$ cat src/rtl/nan_conv_pkg.sv
package nan_conv_pkg;

  typedef enum logic [1:0] {
    DN_MSB_ONLY = 2'd0,
    DN_LEGACY   = 2'd1,
    DN_NEG_MSB  = 2'd2,
    DN_ALL_ONES = 2'd3
  } dflt_style_e;

  typedef enum logic {
    DIR_WIDEN  = 1'b0,
    DIR_NARROW = 1'b1
  } conv_dir_e;

endpackage

$ cat src/rtl/nan_unpack.sv
module nan_unpack
  import nan_conv_pkg::*;
#(
  parameter int unsigned EXP_W   = 8,
  parameter int unsigned FRAC_W  = 23,
  parameter int unsigned CANON_W = 64,
  localparam int unsigned WORD_W = 1 + EXP_W + FRAC_W,
  localparam int unsigned PAD_W  = CANON_W - FRAC_W
) (
  input  logic [WORD_W-1:0]  word_i,
  input  logic               legacy_i,
  input  logic               nosnan_i,
  output logic               sign_o,
  output logic [CANON_W-1:0] payload_o,
  output logic               snan_o
);

  logic [FRAC_W-1:0] frac;
  logic              frac_msb;
  logic              frac_rest;
  logic [EXP_W-1:0]  unused_exp;

  assign frac       = word_i[FRAC_W-1:0];
  assign frac_msb   = frac[FRAC_W-1];
  assign frac_rest  = |frac[FRAC_W-2:0];
  assign sign_o     = word_i[WORD_W-1];
  assign unused_exp = word_i[WORD_W-2 -: EXP_W];

  always_comb begin
    if (nosnan_i)      snan_o = 1'b0;
    else if (legacy_i) snan_o = frac_msb;
    else               snan_o = ~frac_msb & frac_rest;
  end

  generate
    if (PAD_W > 0) begin : g_pad
      assign payload_o = {frac, {PAD_W{1'b0}}};
    end else begin : g_nopad
      assign payload_o = frac;
    end
  endgenerate

  initial begin
    if (CANON_W < FRAC_W) $error("canonical payload narrower than fraction");
  end

endmodule

$ cat src/rtl/nan_default_gen.sv
module nan_default_gen
  import nan_conv_pkg::*;
#(
  parameter int unsigned EXP_W  = 8,
  parameter int unsigned FRAC_W = 23,
  localparam int unsigned WORD_W = 1 + EXP_W + FRAC_W
) (
  input  logic [1:0]        style_i,
  output logic [WORD_W-1:0] word_o
);

  logic              sgn;
  logic              msb;
  logic [FRAC_W-2:0] rest;

  always_comb begin
    sgn  = 1'b0;
    msb  = 1'b1;
    rest = '0;
    case (dflt_style_e'(style_i))
      DN_LEGACY: begin
        msb  = 1'b0;
        rest = '1;
      end
      DN_NEG_MSB:  sgn  = 1'b1;
      DN_ALL_ONES: rest = '1;
      default: ;
    endcase
    word_o = {sgn, {EXP_W{1'b1}}, msb, rest};
  end

endmodule

$ cat src/rtl/nan_pack.sv
module nan_pack #(
  parameter int unsigned EXP_W   = 8,
  parameter int unsigned FRAC_W  = 23,
  parameter int unsigned CANON_W = 64,
  localparam int unsigned WORD_W = 1 + EXP_W + FRAC_W,
  localparam int unsigned DROP_W = CANON_W - FRAC_W
) (
  input  logic               sign_i,
  input  logic [CANON_W-1:0] payload_i,
  input  logic               force_dflt_i,
  input  logic [WORD_W-1:0]  dflt_word_i,
  output logic [WORD_W-1:0]  word_o
);

  logic [FRAC_W-1:0] frac;
  logic              frac_zero;

  assign frac      = payload_i[CANON_W-1 -: FRAC_W];
  assign frac_zero = (frac == '0);

  generate
    if (DROP_W > 0) begin : g_drop
      logic unused_low;
      assign unused_low = |payload_i[DROP_W-1:0];
    end
  endgenerate

  always_comb begin
    if (force_dflt_i || frac_zero) word_o = dflt_word_i;
    else                           word_o = {sign_i, {EXP_W{1'b1}}, frac};
  end

endmodule

$ cat src/rtl/nan_fmt_conv.sv
module nan_fmt_conv
  import nan_conv_pkg::*;
#(
  parameter int unsigned EXP_NARROW  = 8,
  parameter int unsigned FRAC_NARROW = 23,
  parameter int unsigned EXP_WIDE    = 11,
  parameter int unsigned FRAC_WIDE   = 52,
  parameter int unsigned CANON_W     = 64,
  localparam int unsigned NARROW_W   = 1 + EXP_NARROW + FRAC_NARROW,
  localparam int unsigned WIDE_W     = 1 + EXP_WIDE + FRAC_WIDE
) (
  input  logic              clk,
  input  logic              rst,
  input  logic              in_valid,
  input  logic [WIDE_W-1:0] in_operand,
  input  logic              dir,
  input  logic              quiet_legacy,
  input  logic              nosnan_mode,
  input  logic              dflt_mode,
  input  logic [1:0]        dflt_style,
  output logic              out_valid,
  output logic [WIDE_W-1:0] out_result,
  output logic              out_invalid
);

  logic               n_sign, w_sign, c_sign;
  logic [CANON_W-1:0] n_pay, w_pay, c_pay;
  logic               n_snan, w_snan, c_snan;
  logic [NARROW_W-1:0] dflt_narrow, res_narrow;
  logic [WIDE_W-1:0]   dflt_wide, res_wide;
  logic [WIDE_W-1:0]   next_result;
  logic                narrowing;

  assign narrowing = (conv_dir_e'(dir) == DIR_NARROW);

  nan_unpack #(.EXP_W(EXP_NARROW), .FRAC_W(FRAC_NARROW), .CANON_W(CANON_W)) u_unpack_n (
    .word_i(in_operand[NARROW_W-1:0]), .legacy_i(quiet_legacy), .nosnan_i(nosnan_mode),
    .sign_o(n_sign), .payload_o(n_pay), .snan_o(n_snan));

  nan_unpack #(.EXP_W(EXP_WIDE), .FRAC_W(FRAC_WIDE), .CANON_W(CANON_W)) u_unpack_w (
    .word_i(in_operand), .legacy_i(quiet_legacy), .nosnan_i(nosnan_mode),
    .sign_o(w_sign), .payload_o(w_pay), .snan_o(w_snan));

  assign c_sign = narrowing ? w_sign : n_sign;
  assign c_pay  = narrowing ? w_pay  : n_pay;
  assign c_snan = narrowing ? w_snan : n_snan;

  nan_default_gen #(.EXP_W(EXP_NARROW), .FRAC_W(FRAC_NARROW)) u_dflt_n (
    .style_i(dflt_style), .word_o(dflt_narrow));

  nan_default_gen #(.EXP_W(EXP_WIDE), .FRAC_W(FRAC_WIDE)) u_dflt_w (
    .style_i(dflt_style), .word_o(dflt_wide));

  nan_pack #(.EXP_W(EXP_NARROW), .FRAC_W(FRAC_NARROW), .CANON_W(CANON_W)) u_pack_n (
    .sign_i(c_sign), .payload_i(c_pay), .force_dflt_i(dflt_mode),
    .dflt_word_i(dflt_narrow), .word_o(res_narrow));

  nan_pack #(.EXP_W(EXP_WIDE), .FRAC_W(FRAC_WIDE), .CANON_W(CANON_W)) u_pack_w (
    .sign_i(c_sign), .payload_i(c_pay), .force_dflt_i(dflt_mode),
    .dflt_word_i(dflt_wide), .word_o(res_wide));

  assign next_result = narrowing ? {{(WIDE_W-NARROW_W){1'b0}}, res_narrow} : res_wide;

  always_ff @(posedge clk) begin
    if (rst) begin
      out_valid   <= 1'b0;
      out_invalid <= 1'b0;
      out_result  <= '0;
    end else begin
      out_valid   <= in_valid;
      out_invalid <= in_valid & c_snan;
      if (in_valid) out_result <= next_result;
    end
  end

  AST_VALID_FOLLOWS: assert property (@(posedge clk) disable iff (rst)
    in_valid |=> out_valid);
  AST_NO_SPURIOUS_VALID: assert property (@(posedge clk) disable iff (rst)
    !in_valid |=> !out_valid);
  AST_FLAG_WITH_VALID: assert property (@(posedge clk) disable iff (rst)
    out_invalid |-> out_valid);
  AST_NOSNAN_SILENT: assert property (@(posedge clk) disable iff (rst)
    (in_valid && nosnan_mode) |=> !out_invalid);
  AST_WIDE_EXP_ONES: assert property (@(posedge clk) disable iff (rst)
    (in_valid && !dir) |=> (&out_result[WIDE_W-2 -: EXP_WIDE]));
  AST_NARROW_UPPER_CLEAR: assert property (@(posedge clk) disable iff (rst)
    (in_valid && dir) |=> (out_result[WIDE_W-1:NARROW_W] == '0 &&
                           (&out_result[NARROW_W-2 -: EXP_NARROW])));
  AST_DFLT_SIGN: assert property (@(posedge clk) disable iff (rst)
    (in_valid && dflt_mode && dir) |=>
      (out_result[NARROW_W-1] == ($past(dflt_style) == 2'd2)));
  AST_RESULT_HOLD: assert property (@(posedge clk) disable iff (rst)
    (out_valid && !in_valid) |=> $stable(out_result));

endmodule

$ cat config.mk
export PLATFORM = sky130hd
export DESIGN_NAME = nan_fmt_conv
export DESIGN_NICKNAME = d
export VERILOG_FILES = /design/src/rtl/nan_conv_pkg.sv /design/src/rtl/nan_unpack.sv /design/src/rtl/nan_default_gen.sv /design/src/rtl/nan_pack.sv /design/src/rtl/nan_fmt_conv.sv
export SDC_FILE = /design/constraint.sdc
export NUM_CORES = 1
export LEC_CHECK = 0
export BUFFER_PORTS_ARGS = -buffer_cell sky130_fd_sc_hd__buf_2
export CAP_MARGIN = 20
export CORE_MARGIN = 10
export CORE_UTILIZATION = 41
export CTS_BUF_LIST = sky130_fd_sc_hd__clkbuf_4
export DETAILED_ROUTE_END_ITERATION = 10
export PLACE_DENSITY = 0.75
export SLEW_MARGIN = 25
export SYNTH_ARGS = -nofsm -noshare
export SYNTH_HDL_FRONTEND = slang
export SYNTH_SLANG_ARGS = --single-unit
$ cat constraint.sdc
create_clock -name clk -period 1.8 [get_ports clk]
set_input_delay 0.27 -clock clk [delete_from_list [all_inputs] [get_ports clk]]
set_output_delay 0.27 -clock clk [all_outputs]
set_load 0.1 [all_outputs]
Yosys cells after proc, flatten, opt, wreduce, memory -nomap -nowiden
Index checks and enable logic that the tools add are counted.
- bits of input ports: 73
- bits in registers: 66
- logic and storage cells: 32
- mux-type cells: 14
- bitwise gates (word level): 5
- reduce and logical (&&, ||, !) cells: 7
- equal/unequal tests: 3
- operators by type and width (cell ; number):
    two-way mux 64 bit ; 3
    logical NOT 52 bit ; 1
    two-way mux 51 bit ; 1
    OR reduction 51 bit ; 1
    two-way mux 32 bit ; 1
    logical NOT 23 bit ; 1
    two-way mux 22 bit ; 1
    OR reduction 22 bit ; 1
    two-way mux 1 bit ; 8
    equality test 2 bit, second input constant ; 2
    AND 1 bit ; 3
    equality test 2 x 1 -> 1 bit, second input constant ; 1
    logical OR 1 bit ; 2
    inverter 1 bit ; 2
    OR reduction 2 bit ; 1

Longest topological paths before layout
Gate-level depths: netlist of run 1.
- depth after elaboration: 6
- depth in mapped cells: 7
- gate-level depth less buffers: 6

Cells and area by module
A second synthesis of run 1 with hierarchy kept.
- cells, all modules: 758
- area, all modules: 6754.0 um2
- modules (own cells, without submodules) (module ; area each (um2) ; cells each ; times used):
    nan_fmt_conv ; 3594.7 ; 361 ; 1
    nan_pack (u_pack_w) ; 840.8 ; 89 ; 1
    nan_unpack (u_unpack_w) ; 639.4 ; 86 ; 1
    nan_unpack (u_unpack_n) ; 554.3 ; 75 ; 1
    nan_default_gen (u_dflt_w) ; 493.0 ; 67 ; 1
    nan_pack (u_pack_n) ; 379.1 ; 45 ; 1
    nan_default_gen (u_dflt_n) ; 252.7 ; 35 ; 1

Worst setup path after synthesis of run 1
Ideal clock, no wire load.
- path kind: input port to flip-flop
- start: input in_operand[8]
- end: register out_result[31]
- cell stages on the path: 6
- arrival: 1716 ps
- data required time: 1712 ps
- path slack: -4 ps
- buffers on the path: 0
- cell sequence: nor4_1 nand4_1 o41ai_4 nor2_2 mux2_4 a311oi_2
- longest elaborated chain between the ends: 5
- elaborated cells between the ends (all ways): 8
- classes of those cells: mux: 4; reduce/logical: 4
- ends and longest elaborated chain (what ; RTL line ; RTL):
    start: declaration ; nan_fmt_conv.sv:15 ; input logic [WIDE_W-1:0] in_operand,
    two-way mux 64 bit * ; nan_fmt_conv.sv:45 ; assign c_pay = narrowing ? w_pay : n_pay;
    logical NOT 52 bit / logical NOT 23 bit (equally long branches) ; nan_pack.sv:19 ; assign frac_zero = (frac == '0);
    logical OR 1 bit ; nan_pack.sv:29 ; if (force_dflt_i || frac_zero) word_o = dflt_word_i;
    two-way mux 64 bit / two-way mux 32 bit (equally long branches) ; nan_pack.sv:29 ;
    two-way mux 64 bit * ; nan_fmt_conv.sv:62 ; assign next_result = narrowing ? {{(WIDE_W-NARROW_W){1'b0}}, res_narrow} : res_wide;
    end signal: assignment ; nan_fmt_conv.sv:72 ; if (in_valid) out_result <= next_result;
    end: declaration ; nan_fmt_conv.sv:22 ; output logic [WIDE_W-1:0] out_result,
Mark *: on every way between the ends. The rest lies on a longest branch, timed or not.
A chain may end at the register's enable or synchronous reset.

Final worst setup path of run 1
Ends and elaborated chain as after synthesis.

==> impl_metrics.yaml, run 1 <==
global_route:
  grt_pass1_wl_um: 12400
  grt_max_degree: 37
  antenna_found_initial: 1
  grt-ovfl-total: 0
  grt_pass1_vias: 2431
  grt.total_usage_pct: 15.7
place:
  io_buffers: 127
  placed_area_um2: 3360
  place_congestion: 0.875
  place_inst: 471
  pre_cts_ws_ns: -0.342
  post-dp-hpwl_um: 6190
synth:
  synthSimpleGateAreaFrac_pct: 17.9
  yosys.area.top_type: "dfxtp_1"
  synth_area_um2: 2440
  syn_nets: 327
  seq_area_frac_synth_pct: 46.0
  synth_top_family_by_area: "compound AO/OA/AOI/OAI gates"
  ys.warnings.count: 0
  synthArstFlopShare_pct: 0
  synth-adder-area-share_pct: 0
  synth_xor_area_share_pct: 0
  synth-compound-area-share_pct: 26.4
  synth_seq_cells: 56
  synth_top_area_share_pct: 46.0
  netlist_top_cells_count: "dfxtp_1, nor2_1, nand2_1"
  synth_mux_area_share_pct: 2.31
  yosys-top-cells-area: "dfxtp_1, a211oi_2, a221o_1"
  syn_avg_cell_area_um2: 9.60
  synthFlopType: "dfxtp_1"
  synth_most_common_cell: "dfxtp_1"
  synth_edf_count: 0
  ys_types: 38
  synthCells: 254
setup_path:
  critPathBufInv: 2
  critical_path_class: "input pin to register"
  path_depth: 8
  crit_required_ns: 2.10
  critPathCaptureType: "register"
  rr_endpoint: "out_result[22]$_SDFFE_PP0P_"
  rr_startpoint: "out_result[22]$_SDFFE_PP0P_"
  slowest_stage: "nor4_2"
  crit_fanout: 3
  startpoint_type: "input pin"
  crit_chain: "buf_2 > nor4_2 > nand4_1 > o41ai_4 > buf_4 > nor2_2 > mux2_4 > a311oi_2"
  r2r_setup_slack_ns: 1.03
  cpLargestDelayFamily: "simple AND/OR/NAND/NOR gates"
  arrival_ns: 2.00
  cpPeakStageDelay_ns: 0.33
  rr_worst_depth: 1
clock_network:
  cts.repair.resized: 0
  clkTransAtPathRegs_ns: 0.16
  cts_tree: "yes"
  clock_path_buffers: 2
  cts-hold-fix-buffers: 0
  cts_root_buffer: "clkbuf_4"
  htreeDepth: 2
  cts.sinks: 56
  clk_latency_ns: 0.36
  cts_made_buffers: 5
  post_cts_buffers: 0
hold_path:
  min_to: "out_invalid$_SDFF_PP0_"
  min_delay_path_depth: 2
  hold_path_class: "input pin to register"
  min-delay-start: "nosnan_mode"
power:
  powerDensity_nw_per_um2: 890
  p_leak_nw: 1.62
  worst_ir_drop_vdd_mv: 0.477
  p_total_mw: 3.05
die:
  die_w_um: 97.1
  ios: 139
  dieArea_um2: 9430
  initial_core_util_pct: 41.7
  core-area_um2: 5850
  die_h_um: 97.1
  num_rows: 28
timing:
  setup_ws_ns: 0.0961
  timing.fmax_mhz: 587
  rsz0062_at_grt: "false"
  skew_ns: 0
  maxSlewHeadroom_pct: 50.9
  worst_pin_slew_ns: 0.736
  hold_violations: 0
  layout_min_cycle_time_ns: 1.70
  slew_violations: 0
  holdWs_ns: 0.0589
  fin_tns_setup_ns: 0
  fin_crit_sh_pct: 94.7
  setup_viol: 0
detailed_routing:
  antenna_left: 0
  vias: 2459
  vias_per_cell: 5.13
  wl_um: 7970
  firstDrtPassIters: 4
  first_iter_violations: 152
  drc: 0
  avgRoutedWirePerCell_um: 16.6
cells_and_area:
  nets: 476
  insertedDiodeCount: 0
  area_delta_synth_final_pct: 40.8
  n_fill_cell: 537
  fin_util_pct: 58.6
  final_cells: 479
  final_area_um2: 3430
  drive_gt1_share_pct: 52.2
status:
  outcome: "completed"
job:
  max_cap_viol_count: 0
-- how the worst max path moves through the flow --
stage,endpoint,from,slack [ns]
2_1_floorplan,out_result[31]$_SDFFE_PP0P_,in_operand[8],-0.004
3_5_place_dp,out_result[31]$_SDFFE_PP0P_,in_operand[4],-0.34
5_1_grt,out_result[31]$_SDFFE_PP0P_,in_operand[8],0.004
3_3_place_gp,out_result[31]$_SDFFE_PP0P_,in_operand[16],-0.30
6_report,out_result[31]$_SDFFE_PP0P_,in_operand[8],0.1
4_1_cts,out_result[31]$_SDFFE_PP0P_,in_operand[4],0.06
-- sequential cells by signal, summed over array words and instances (netlist names) --
signal       count
out_valid        1
out_result      54
out_invalid      1
-- per-layer routing --
layer	share of wire (%)	GRT usage, %
met4	1.4	4.54
met1	41	18.1
met3	8.0	5.83
met5	0.16	0
met2	50	26.4
-- placed cells by master (no fill, tap or decap), drive strengths merged, types with 2 or more instances in the layout --
cell type,synthesis,routed
buf,17,171
dfxtp,56,56
nor2,40,40
nand2,33,33
a211oi,28,28
a221o,18,18
nor4,11,11
clkbuf,12,6
o21ai,6,6
inv,3,3
nor3,3,3
nor2b,3,3
mux2i,3,3
a311oi,3,3
nand4,2,2
nand2b,2,2
a21boi,2,2
and2,2,2
mux2,2,2
-- final cells by class --
type / count / area, µm² / area share [%]
clock buffer: 6 / 45.0 / 1.31
clock inverter: 2 / 11.3 / 0.328
inverter: 3 / 11.3 / 0.328
multi-input combinational: 166 / 1160 / 33.7
sequential: 56 / 1120 / 32.7
tap: 75 / 93.8 / 2.74
timing repair buffer: 171 / 991 / 28.9
-- power by group --
group	total, mW	switching [mW]	leakage (nW)	internal (mW)
registers	1.36	0.0391	0.462	1.32
clock network	0.548	0.383	0.0293	0.165
logic	1.15	0.899	1.13	0.249
-- cell families after synthesis --
| family | count (synthesis) |
|---|---|
| AOI/OAI and AO/OA | 64 |
| muxes | 5 |
| and+or+nand+nor | 97 |
| buffers and inverters | 32 |
| DFF | 56 |
No activity file was read; power rests on OpenSTA's default activity.
==> run 2: changes to the inputs <==
- CELL_PAD_IN_SITES_DETAIL_PLACEMENT: unset -> 1
- CELL_PAD_IN_SITES_GLOBAL_PLACEMENT: unset -> 1
- CORE_UTILIZATION: 41 -> 29
==> impl_metrics.yaml, run 2 (synthesis gave the netlist of run 1 again) <==
status:
  outcome: "complete, but fails checks"
  violations: "negative setup slack"
die:
  initial_core_util_pct: 29.7
  die_w_um: 112
  num_rows: 33
  dieArea_um2: 12500
  die_h_um: 112
  core-area_um2: 8220
  ios: 139
clock_network:
  cts-hold-fix-buffers: 0
  cts_made_buffers: 5
  cts_tree: "yes"
  clock_path_buffers: 2
  htreeDepth: 2
  clk_latency_ns: 0.37
  cts.sinks: 56
  cts_root_buffer: "clkbuf_4"
  clkTransAtPathRegs_ns: 0.16
timing:
  layout_min_cycle_time_ns: 1.80
  rsz0062_at_grt: "true"
  timing.fmax_mhz: 555
  slew_violations: 0
  worst_pin_slew_ns: 0.682
  setup_ws_ns: -0.000725
  fin_crit_sh_pct: 100
  setup_viol: 1
  maxSlewHeadroom_pct: 54.4
  fin_tns_setup_ns: -0.000725
  holdWs_ns: 0.0512
  skew_ns: 0
  hold_violations: 0
cells_and_area:
  n_fill_cell: 1008
  top_register: "out_result"
  final_cell_mix: "buf_2, dfxtp_1, buf_4, nor2_1, nand2_1"
  largestRegisters: "out_result: 54 flops, out_invalid: 1 flops, out_valid: 1 flops"
  drive_gt1_share_pct: 52.5
  largest_register_ffs: 54
  final_common_cell: "buf_2"
  area_delta_synth_final_pct: 47.3
  insertedDiodeCount: 0
  nets: 476
power:
  powerDensity_nw_per_um2: 979
  p_clk_share_pct: 28.0
  p_int_mw: 2.14
  comb_power_share_pct: 33.4
  switching_share_pct: 39.0
  p_leak_nw: 1.67
  netSwitchingPower_mw: 1.37
  seq_power_share_pct: 38.6
  worst_ir_drop_vdd_mv: 0.312
setup_path:
  arrival_ns: 2.10
  critPathCaptureType: "register"
  crit_fanout: 22
  startpoint_type: "input pin"
  critical_path_class: "input pin to register"
  crit_required_ns: 2.10
place:
  post-dp-hpwl_um: 7170
  pre_cts_ws_ns: -0.400
  place_congestion: 0.842
  io_buffers: 127
global_route:
  grt.total_usage_pct: 14.4
  grt_pass1_wl_um: 14900
  grt_max_degree: 37
  grt_pass1_vias: 2714
  antenna_found_initial: 1
  grt-ovfl-total: 0
detailed_routing:
  met3_length_um: 498
  drc: 0
  highest-signal-layer: "met4"
  antenna_left: 0
  first_iter_violations: 111
  vias: 2512
  firstDrtPassIters: 4
  vias_per_cell: 4.94
  wl_um: 9390
  dr_wl_met2_um: 4950
  avgRoutedWirePerCell_um: 18.4
  wl_met1_um: 3740
job:
  max_cap_viol_count: 0
hold_path:
  hold_path_class: "input pin to register"
## run 2: area by class of cell
| cell class | instances | area [µm²] | area share [%] |
|---|---|---|---|
| clock buffer | 5 | 37.5 | 1.05 |
| clock inverter | 3 | 90.1 | 2.51 |
| inverter | 3 | 11.3 | 0.314 |
| multi-input combinational | 166 | 1190 | 33.1 |
| sequential | 56 | 1120 | 31.3 |
| tap | 105 | 131 | 3.66 |
| timing repair buffer | 171 | 1010 | 28.1 |
## run 2: final timing paths
check	startpoint	end	slack (ns)	cells past startpoint
setup / recovery	in_operand[47]	out_result[21]$_SDFFE_PP0P_	-0.0007	8
hold / removal	nosnan_mode	out_invalid$_SDFF_PP0_	0.05	2
setup reg to reg	out_result[45]$_SDFFE_PP0P_	out_result[45]$_SDFFE_PP0P_	1.03	1
hold reg to reg	out_result[51]$_SDFFE_PP0P_	out_result[51]$_SDFFE_PP0P_	0.46	2
## run 2: stage by stage
stage                     instances  area [µm²]  total power [mW]  utilization [%]
final                           509        3590              3.52             43.7
after global routing            509        3590              3.65             43.7
after CTS                       508        3510              3.53             42.8
after detailed placement        500        3390              2.54             41.2
after global placement          500        3390              2.53             41.2
after floorplan                 254        2440              2.27                -
## run 2: power groups by stage
| stage | registers, mW | clock network [mW] | logic, mW |
|---|---|---|---|
| after detailed placement | 1.38 | 0 | 1.16 |
| after CTS | 1.36 | 1.01 | 1.16 |
| after global routing | 1.37 | 1.06 | 1.23 |
| after global placement | 1.38 | 0 | 1.14 |
| after floorplan | 1.93 | 0 | 0.341 |
| final | 1.36 | 0.985 | 1.17 |
## run 2: repair_timing
| item | in CTS | in global routing |
|---|---|---|
| endpoints found under the setup margin | 0 | 48 |
| resized for setup | 0 | 13 |
| buffers inserted | 0 | 1 |
## run 2: per-layer routing
| layer | global-route usage, % | vias up |
|---|---|---|
| met5 | 0 | - |
| met4 | 4.46 | 0 |
| met3 | 3.70 | 13 |
| met2 | 26.1 | 66 |
| met1 | 15.9 | 1223 |
| li1 | - | 1210 |
## run 2: critical path, stage by stage
cell and delay (ns):
buf_2 0.10, nor4_1 0.42, nand4_1 0.23, nor3_1 0.26, buf_4 0.18, o21ai_2 0.07
and2_4 0.30, a211oi_2 0.27
==> run 3: changes to the inputs <==
- ABC_AREA: unset -> 1
- CORE_MARGIN: 10 -> unset
- CTS_CLUSTER_SIZE: unset -> 8
==> impl_metrics.yaml, run 3 <==
job:
  max_cap_viol_count: 0
place:
  post-dp-hpwl_um: 8760
  io_buffers: 127
  pre_cts_ws_ns: -0.207
  place_congestion: 0.869
cells_and_area:
  nets: 731
  insertedDiodeCount: 0
  largest_register_ffs: 54
  final_cell_mix: "nand2_1, buf_2, nor2_1, dfxtp_1, buf_4"
  final_common_cell: "nand2_1"
  n_fill_cell: 1438
  area_delta_synth_final_pct: 35.2
  largestRegisters: "out_result: 54 flops, out_invalid: 1 flops, out_valid: 1 flops"
  multi_input_area_um2: 1570
  seqCellArea_um2: 1120
  drive_gt1_share_pct: 30.8
  top_register: "out_result"
timing:
  hold_violations: 0
  rsz0062_at_grt: "false"
  timing.fmax_mhz: 643
  setup_ws_ns: 0.245
  skew_ns: 0
  maxSlewHeadroom_pct: 62.7
  layout_min_cycle_time_ns: 1.55
  holdWs_ns: 0.174
  slew_violations: 0
  setup_viol: 0
  fin_crit_sh_pct: 86.4
  worst_pin_slew_ns: 0.560
synth:
  synthArstFlopShare_pct: 0
  netlist_top_cells_count: "nand2_1, nor2_1, dfxtp_1"
  synth_top_area_share_pct: 35.9
  ys.warnings.count: 0
  synth_most_common_cell: "nand2_1"
  synthFlopType: "dfxtp_1"
  synthCells: 507
  yosys.area.top_type: "dfxtp_1"
  synth_seq_cells: 56
  synth_area_um2: 3120
  syn_nets: 580
  syn_avg_cell_area_um2: 6.15
  yosys-top-cells-area: "dfxtp_1, nand2_1, nor2_1"
  seq_area_frac_synth_pct: 35.9
  synth_edf_count: 0
  ys_types: 25
clock_network:
  post_cts_buffers: 0
  cts_tree: "yes"
  clock_path_buffers: 2
  cts.sinks: 56
  clkTransAtPathRegs_ns: 0.18
  cts_root_buffer: "clkbuf_4"
  clk_latency_ns: 0.41
  cts-hold-fix-buffers: 0
  cts_made_buffers: 5
  cts.repair.resized: 0
  htreeDepth: 2
status:
  outcome: "completed"
setup_path:
  cpLargestDelayFamily: "simple AND/OR/NAND/NOR gates"
  rr_startpoint: "out_result[19]$_SDFFE_PP0P_"
  r2r_setup_slack_ns: 1.04
  critPathBufInv: 5
  slowest_stage: "buf_4"
  crit_chain: "buf_2 > inv_2 > buf_4 > nand2_1 > nand2_1 > nor2_1 > nand2_1 > nor2_1 > nand3_2 > nand2_2 > nand3_2 > buf_12 > nand2_2 > inv_2 > nor2_1"
  critical_path_class: "input pin to register"
  crit_required_ns: 2.16
  arrival_ns: 1.92
  critPathCaptureType: "register"
  crit_fanout: 20
  cpPeakStageDelay_ns: 0.17
  startpoint_type: "input pin"
  crit_start: "dir"
die:
  die_h_um: 106
  dieArea_um2: 11200
  core-area_um2: 10400
  initial_core_util_pct: 30.1
  die_w_um: 106
  num_rows: 37
  ios: 139
detailed_routing:
  wl_um: 11000
  vias_per_cell: 4.64
  antenna_left: 0
  vias: 3686
  avgRoutedWirePerCell_um: 13.8
  first_iter_violations: 126
  drc: 0
  firstDrtPassIters: 4
global_route:
  grt.total_usage_pct: 20.3
  grt_pass1_vias: 3764
  grt_pass1_wl_um: 18200
  grt-ovfl-total: 0
  grt_max_degree: 28
  antenna_found_initial: 1
hold_path:
  min-delay-start: "quiet_legacy"
  hold_path_class: "input pin to register"
power:
  powerDensity_nw_per_um2: 777
  p_leak_nw: 2.35
  worst_ir_drop_vdd_mv: 0.303
==> run 3: cell count changes after synthesis, sizes merged, moves of 5 or more <==
cell    previous run  this run
a211oi            28         0
a21oi              1        25
a221o             18         0
buf               17        27
inv                3        44
nand2             33       141
nand3              0        32
nor2              40       109
nor4              11         6
o21ai              6        39
==> run 3: cells by family after synthesis <==
kind of cell,Yosys count,synth area share [%]
simple gates,299,39.0
flops,56,35.9
compound gates,67,11.0
mux,1,0.321
buf+inv,84,13.7
==> run 3: layout make-up <==
class,count,area share [%]
clock inverter,3,0.623
tap,136,4.03
inverter,44,3.92
clock buffer,5,0.890
timing repair buffer,184,26.7
multi-input combinational,367,37.2
sequential,56,26.6
==> run 3: metal layers <==
metal / share of wire (%) / GRT usage, % / wire length (µm)
met1: 45 / 25.2 / 4960
met2: 47 / 34.6 / 5230
met3: 4.6 / 3.65 / 510
met4: 2.7 / 7.84 / 301
met5: 0.12 / 0 / 13
==> run 3: worst paths after layout <==
kind / to / depth (start not counted)
hold reg to reg: out_result[42]$_SDFFE_PP0P_ / 2
hold / removal: out_invalid$_SDFF_PP0_ / 4
setup reg to reg: out_result[19]$_SDFFE_PP0P_ / 4
setup / recovery: out_result[27]$_SDFFE_PP0P_ / 15
==> run 3: worst register-to-register path, delay by kind of cell, from the launching register on <==
kind            cells  cell delay, ns
buf+inv             1            0.06
compound gates      1            0.11
flops               1            0.36
simple gates        2            0.15
==> run 3: report_power, final <==
group          total, mW  switching, mW  internal, mW
clock              0.621          0.457         0.164
combinational       1.30          0.980         0.323
sequential          1.35         0.0390          1.31
total               3.28           1.48          1.80
==> run 3: per-stage QoR <==
step | power [mW] | TNS, ns | util (%) | instance area (µm²) | cells
floorplan | 2.34 | 0 | - | 3120 | 507
CTS | 3.31 | 0 | 40.7 | 4220 | 795
global placement | 2.66 | -5.25 | 40.1 | 4150 | 787
global route | 3.43 | 0 | 40.7 | 4220 | 795
detailed placement | 2.69 | -7.79 | 40.1 | 4150 | 787
finish | 3.28 | 0 | 40.7 | 4220 | 795
